[src/rtl/mparb_pkg.sv]
package mparb_pkg;

  typedef enum logic {PH_OWN = 1'b0, PH_TURN = 1'b1} phase_e;

  // Index after i, wrapping within a ring of n slots.
  function automatic int next_slot(input int i, input int n);
    return (i + 1 >= n) ? 0 : i + 1;
  endfunction

  // Bus identity carried by processor index i (host uses zero).
  function automatic int proc_ident(input int i);
    return i + 1;
  endfunction

endpackage

[src/rtl/mparb_pick.sv]
module mparb_pick
  import mparb_pkg::*;
#(
  parameter int NPROC = 6,
  parameter int IW    = 3
) (
  input  logic [NPROC-1:0] cand,
  input  logic             rot_mode,
  input  logic [IW-1:0]    last_idx,
  output logic             found,
  output logic [IW-1:0]    win_idx
);

  int start_pos;

  always_comb begin
    start_pos = rot_mode ? next_slot(int'(last_idx), NPROC) : 0;
    found     = 1'b0;
    win_idx   = '0;
    // Scan from the far end back so the nearest candidate to start_pos is kept.
    for (int k = NPROC - 1; k >= 0; k--) begin
      automatic int idx = (start_pos + k) % NPROC;
      if (cand[idx]) begin
        found   = 1'b1;
        win_idx = IW'(idx);
      end
    end
  end

endmodule

[src/rtl/mparb_decode.sv]
module mparb_decode
  import mparb_pkg::*;
#(
  parameter int NPROC = 6,
  parameter int IW    = 3,
  parameter int IDW   = 3
) (
  input  logic             in_turn,
  input  logic             host_own,
  input  logic [IW-1:0]    cur_idx,
  output logic [NPROC-1:0] proc_grant,
  output logic             host_grant,
  output logic [IDW-1:0]   master_id
);

  genvar g;
  generate
    for (g = 0; g < NPROC; g++) begin : g_grant
      assign proc_grant[g] = !in_turn && !host_own && (cur_idx == IW'(g));
    end
  endgenerate

  assign host_grant = !in_turn && host_own;
  assign master_id  = host_own ? '0 : IDW'(proc_ident(int'(cur_idx)));

endmodule

[src/rtl/mp_bus_arbiter.sv]
module mp_bus_arbiter
  import mparb_pkg::*;
#(
  parameter int NPROC = 6,
  parameter int IDW   = 3
) (
  input  logic             clk,
  input  logic             rst_n,
  input  logic             rot_mode,
  input  logic [NPROC-1:0] proc_req,
  input  logic             yield_req,
  input  logic             host_req,
  input  logic             lock,
  output logic [NPROC-1:0] proc_grant,
  output logic             host_grant,
  output logic [IDW-1:0]   master_id
);

  localparam int IW = (NPROC > 1) ? $clog2(NPROC) : 1;

  phase_e          phase;
  logic            host_own;
  logic [IW-1:0]   cur_idx;
  logic            pend_host;
  logic [IW-1:0]   pend_idx;

  // Named internal events
  logic             in_turn;
  logic             owner_holds;
  logic             release_now;
  logic             host_claim;
  logic [NPROC-1:0] cand;
  logic             found;
  logic [IW-1:0]    win_idx;
  logic             handover;

  assign in_turn     = (phase == PH_TURN);
  assign owner_holds = host_own ? host_req : (proc_req[cur_idx] && !yield_req);
  assign release_now = !in_turn && !lock && !owner_holds;
  assign host_claim  = host_req && !host_own;
  assign cand        = host_own ? proc_req
                                : (proc_req & ~(NPROC'(1) << cur_idx));
  assign handover    = release_now && (host_claim || found);

  mparb_pick #(.NPROC(NPROC), .IW(IW)) u_pick (
    .cand     (cand),
    .rot_mode (rot_mode),
    .last_idx (cur_idx),
    .found    (found),
    .win_idx  (win_idx)
  );

  always_ff @(posedge clk or negedge rst_n) begin
    if (!rst_n) begin
      phase     <= PH_OWN;
      host_own  <= 1'b0;
      cur_idx   <= '0;
      pend_host <= 1'b0;
      pend_idx  <= '0;
    end else if (in_turn) begin
      phase    <= PH_OWN;
      host_own <= pend_host;
      if (!pend_host) cur_idx <= pend_idx;
    end else if (handover) begin
      phase     <= PH_TURN;
      pend_host <= host_claim;
      pend_idx  <= win_idx;
    end
  end

  mparb_decode #(.NPROC(NPROC), .IW(IW), .IDW(IDW)) u_dec (
    .in_turn    (in_turn),
    .host_own   (host_own),
    .cur_idx    (cur_idx),
    .proc_grant (proc_grant),
    .host_grant (host_grant),
    .master_id  (master_id)
  );

endmodule

[config.mk]
export PLATFORM = sky130hd
export DESIGN_NAME = mp_bus_arbiter
export DESIGN_NICKNAME = d
export VERILOG_FILES = /design/src/rtl/mparb_pkg.sv /design/src/rtl/mparb_pick.sv /design/src/rtl/mparb_decode.sv /design/src/rtl/mp_bus_arbiter.sv
export SDC_FILE = /design/constraint.sdc
export NUM_CORES = 1
export LEC_CHECK = 0
export ABC_AREA = 0
export CAP_MARGIN = 15
export CORE_AREA = 2 2 52 103
export DETAILED_ROUTE_END_ITERATION = 8
export DIE_AREA = 0 0 54 105
export GPL_TIMING_DRIVEN = 0
export MAX_ROUTING_LAYER = met4
export PLACE_DENSITY_LB_ADDON = 0.25
export SLEW_MARGIN = 20
export SYNTH_ARGS = -nofsm -noshare
export SYNTH_HDL_FRONTEND = slang
export SYNTH_SLANG_ARGS = --single-unit
[constraint.sdc]
create_clock -name clk -period 5.79 [get_ports clk]
set_clock_uncertainty 0.05 [all_clocks]
set_input_delay 1.4475 -clock clk [delete_from_list [all_inputs] [get_ports clk]]
set_output_delay 1.4475 -clock clk [all_outputs]
set_load 0.02 [all_outputs]
==> flow_summary.ini, run 1 <==
[min_path]
hold_path_class = flop to flop
holdPathStages = 1

[setup_path]
rr_worst_depth = 16
path_delay_family = simple AND/OR/NAND/NOR gates
path_max_fanout = 12
startpoint_type = input port
crit_arrival_ns = 5.50
crit_chain = clkdlybuf4s50_1 -> buf_2 -> and3_1 -> buf_2 -> inv_1 -> ha_1 -> nor2_2 -> o311ai_0 -> or3_1 -> and4_1 -> nor2_1 -> nand3_1 -> nor4_1 -> a31o_2 -> mux2_1
cp_num_buf_inv = 4
slowest_delay_ns = 0.59
critPathRequiredTime_ns = 5.85
cp-end-kind = flop
crit_top_cell = buf_2
cp_slowest_cell = clkdlybuf4s50_1
cp_num_cells = 15
crit_type = input port to flop

[timing]
rsz0062_at_grt = false
slew_headroom_pct = 52.0
setup_tns_ns = 0
worst_pin_slew_ns = 0.720
period_minus_slack_ns = 5.44
fmax_mhz = 184
hold_violations = 0
setup_violations = 0
fin_crit_sh_pct = 94.0
setup_slack_ns = 0.345
drv_slew = 0

[synth]
synth_edf_count = 0
ys_types = 74
yosysWarnings = 0
synth-async-reset-ratio_pct = 100
synth_area_um2 = 2360
synthTopCellsByArea = ha_1 (12%), dfrtp_1 (9.5%), nor2_1 (5.1%), o21ai_0 (4.7%), nand2_1 (3.5%)
syn_avg_cell_area_um2 = 7.12
netlist.area_leader.share_pct = 11.6
synth_ff_type = dfrtp_1
ys_seq_elements = 9
yosysSeqAreaShare_pct = 9.52
netlist_instances = 332
post-synth-top-area-cell = ha_1

[route]
highest_layer = met4
vias_per_cell = 6.48
drtIter0Drc = 103
num_vias = 2701
wl_per_cell_um = 17.9
antenna_left = 0
met1Wirelength_um = 2500
route.met3.wl_um = 228
drt-total-wl_um = 7440
drt_first_pass_iters = 4
drc = 0
met2WireLength_um = 4170

[final_layout]
layout-drive-gt1-share_pct = 8.89
n_fill_cell = 505
area_growth_pct = 14.6
final_cells = 417
num_antenna_cells = 0
fin_nets = 395

[power]
pwr-share-comb_pct = 87.0
clkPwrFrac_pct = 5.0
power_leakage_nw = 1.10
ir_drop_uv = 343
p_switching_uw = 797
switching_share_pct = 56.3
pwr-share-seq_pct = 8.0
intPower_uw = 619
p_per_area_nw_per_um2 = 523

[floorplan]
placementRows = 36
die_y_um = 105
dieArea_um2 = 5670
io_pins = 22
coreArea_um2 = 4860
die_w_um = 54
initial_core_util_pct = 48.6

[clock_tree]
ctsResizeCount = 0
htreeDepth = 1
cts_max_path_buffers = 2
cts_setup_buffers = 0
cts_tree = built
path_clk_slew_ns = 0.04
hold_buffers = 0
insertion_delay_ns = 0.23
cts.sinks = 9
cts_buffers = 3
clockRootBuffer = clkbuf_8

[placement]
dp.final_hpwl_um = 6110
portBuffers = 21
place_ws_ns = 0.0236
dp.cells = 414
gp_congestion = 1.05

[run_status]
outcome = finished clean

[grt]
first_global_vias = 2655
antenna_found_initial = 0
track_usage_pct = 29.2
grt_pass1_wl_um = 12200
grt_max_degree = 15
overflow = 0

[run]
maxCapViolCount = 0
-- kinds of logic after synthesis --
| logic type | after synthesis | share of synthesized area (%) |
|---|---|---|
| and+or+nand+nor | 149 | 35.2 |
| AOI/OAI and AO/OA | 91 | 26.9 |
| buffers and inverters | 36 | 6.45 |
| adders and majority gates | 24 | 12.5 |
| muxes | 16 | 7.20 |
| DFF | 9 | 9.52 |
| xor gates and xnor gates | 5 | 1.85 |
| other | 2 | 0.318 |
-- cells in the mapped netlist (4+ instances only) --
master,instances
a31oi_1,7
nand2b_1,7
nand3_1,14
and3_1,6
clkbuf_1,12
mux2i_1,8
nand2_1,22
nand3b_1,5
nor3_1,15
or3_1,5
nor2_1,32
and2_1,4
mux2_2,4
and3b_1,4
inv_1,15
nor4_1,5
mux2_1,4
xnor2_1,5
o211ai_1,7
dfrtp_1,9
nor2b_1,6
ha_1,22
o21ai_0,22
buf_2,4
a21oi_1,10
-- state kept, by name, summed over array words and instances, names as in the netlist --
signal and count:
cur_idx 3, in_turn 1, host_own 1, pend_idx 3
pend_host 1
-- power by group through the flow --
stage / sequential (mW) / combinational [mW] / clock [mW]
final: 0.114 / 1.23 / 0.0708
after global routing: 0.116 / 1.34 / 0.0755
after CTS: 0.114 / 1.20 / 0.0717
after detailed placement: 0.115 / 1.19 / 0
after global placement: 0.114 / 1.18 / 0
after floorplan: 0.105 / 0.887 / 0
-- routing by layer --
layer / global-route usage, % / up-vias
li1: - / 1299
met1: 28.0 / 1261
met2: 53.3 / 100
met3: 1.71 / 41
met4: 16.6 / 0
met5: - / -
-- layout by cell type (no fill, tap or decap), types with 4 or more instances in the layout --
cell,n
clkdlybuf4s50_1,21
o21ai_0,22
or3_1,5
clkbuf_1,11
dfrtp_1,9
xnor2_1,5
mux2i_1,8
buf_2,4
nor3_1,15
mux2_2,4
and3b_1,4
mux2_1,4
inv_1,15
o211ai_1,7
a31oi_1,7
nand3b_1,5
nand3_1,14
nor4_1,5
nor2b_1,6
nand2b_1,7
conb_1,6
nor2_1,31
a21oi_1,10
ha_1,21
and3_1,6
nand2_1,22
and2_1,4
-- stage by stage --
| step | total power [mW] | hold slack (ns) | instance area [um^2] | util (%) |
|---|---|---|---|---|
| after global routing | 1.53 | 0.479 | 2710 | 55.7 |
| after detailed placement | 1.31 | 0.452 | 2660 | 54.7 |
| after floorplan | 0.992 | 0.396 | 2380 | - |
| after global placement | 1.29 | 0.438 | 2660 | 54.7 |
| final | 1.42 | 0.453 | 2710 | 55.7 |
| after CTS | 1.38 | 0.461 | 2710 | 55.6 |
-- cell type report --
class / count / area [um^2] / share of cell area (%)
clock buffer: 4 / 45.0 / 1.66
timing repair buffer: 21 / 210 / 7.76
inverter: 16 / 61.3 / 2.26
tap: 57 / 71.3 / 2.63
multi-input combinational: 291 / 2010 / 74.1
sequential: 9 / 225 / 8.31
buffer: 19 / 88.8 / 3.28
-- worst paths after layout --
check / from / endpoint / slack [ns]
max: rot_mode / pend_idx[1]$_DFFE_PN0P_ / 0.35
min: pend_host$_DFFE_PN0P_ / host_own$_DFFE_PN0P_ / 0.45
max reg2reg: cur_idx[1]$_DFFE_PN0P_ / pend_idx[1]$_DFFE_PN0P_ / 0.79
min reg2reg: pend_host$_DFFE_PN0P_ / host_own$_DFFE_PN0P_ / 0.45
max in group asynchronous: rst_n / in_turn$_DFF_PN0_ / 3.96
min in group asynchronous: rst_n / pend_idx[2]$_DFFE_PN0P_ / 1.46
Power figures use the tool's default switching activity.
==> run 2: changes to the inputs <==
- SLEW_MARGIN: 20 -> unset
==> results of run 2 <==
The final DEF is identical to that of run 1; final timing and power are the same.
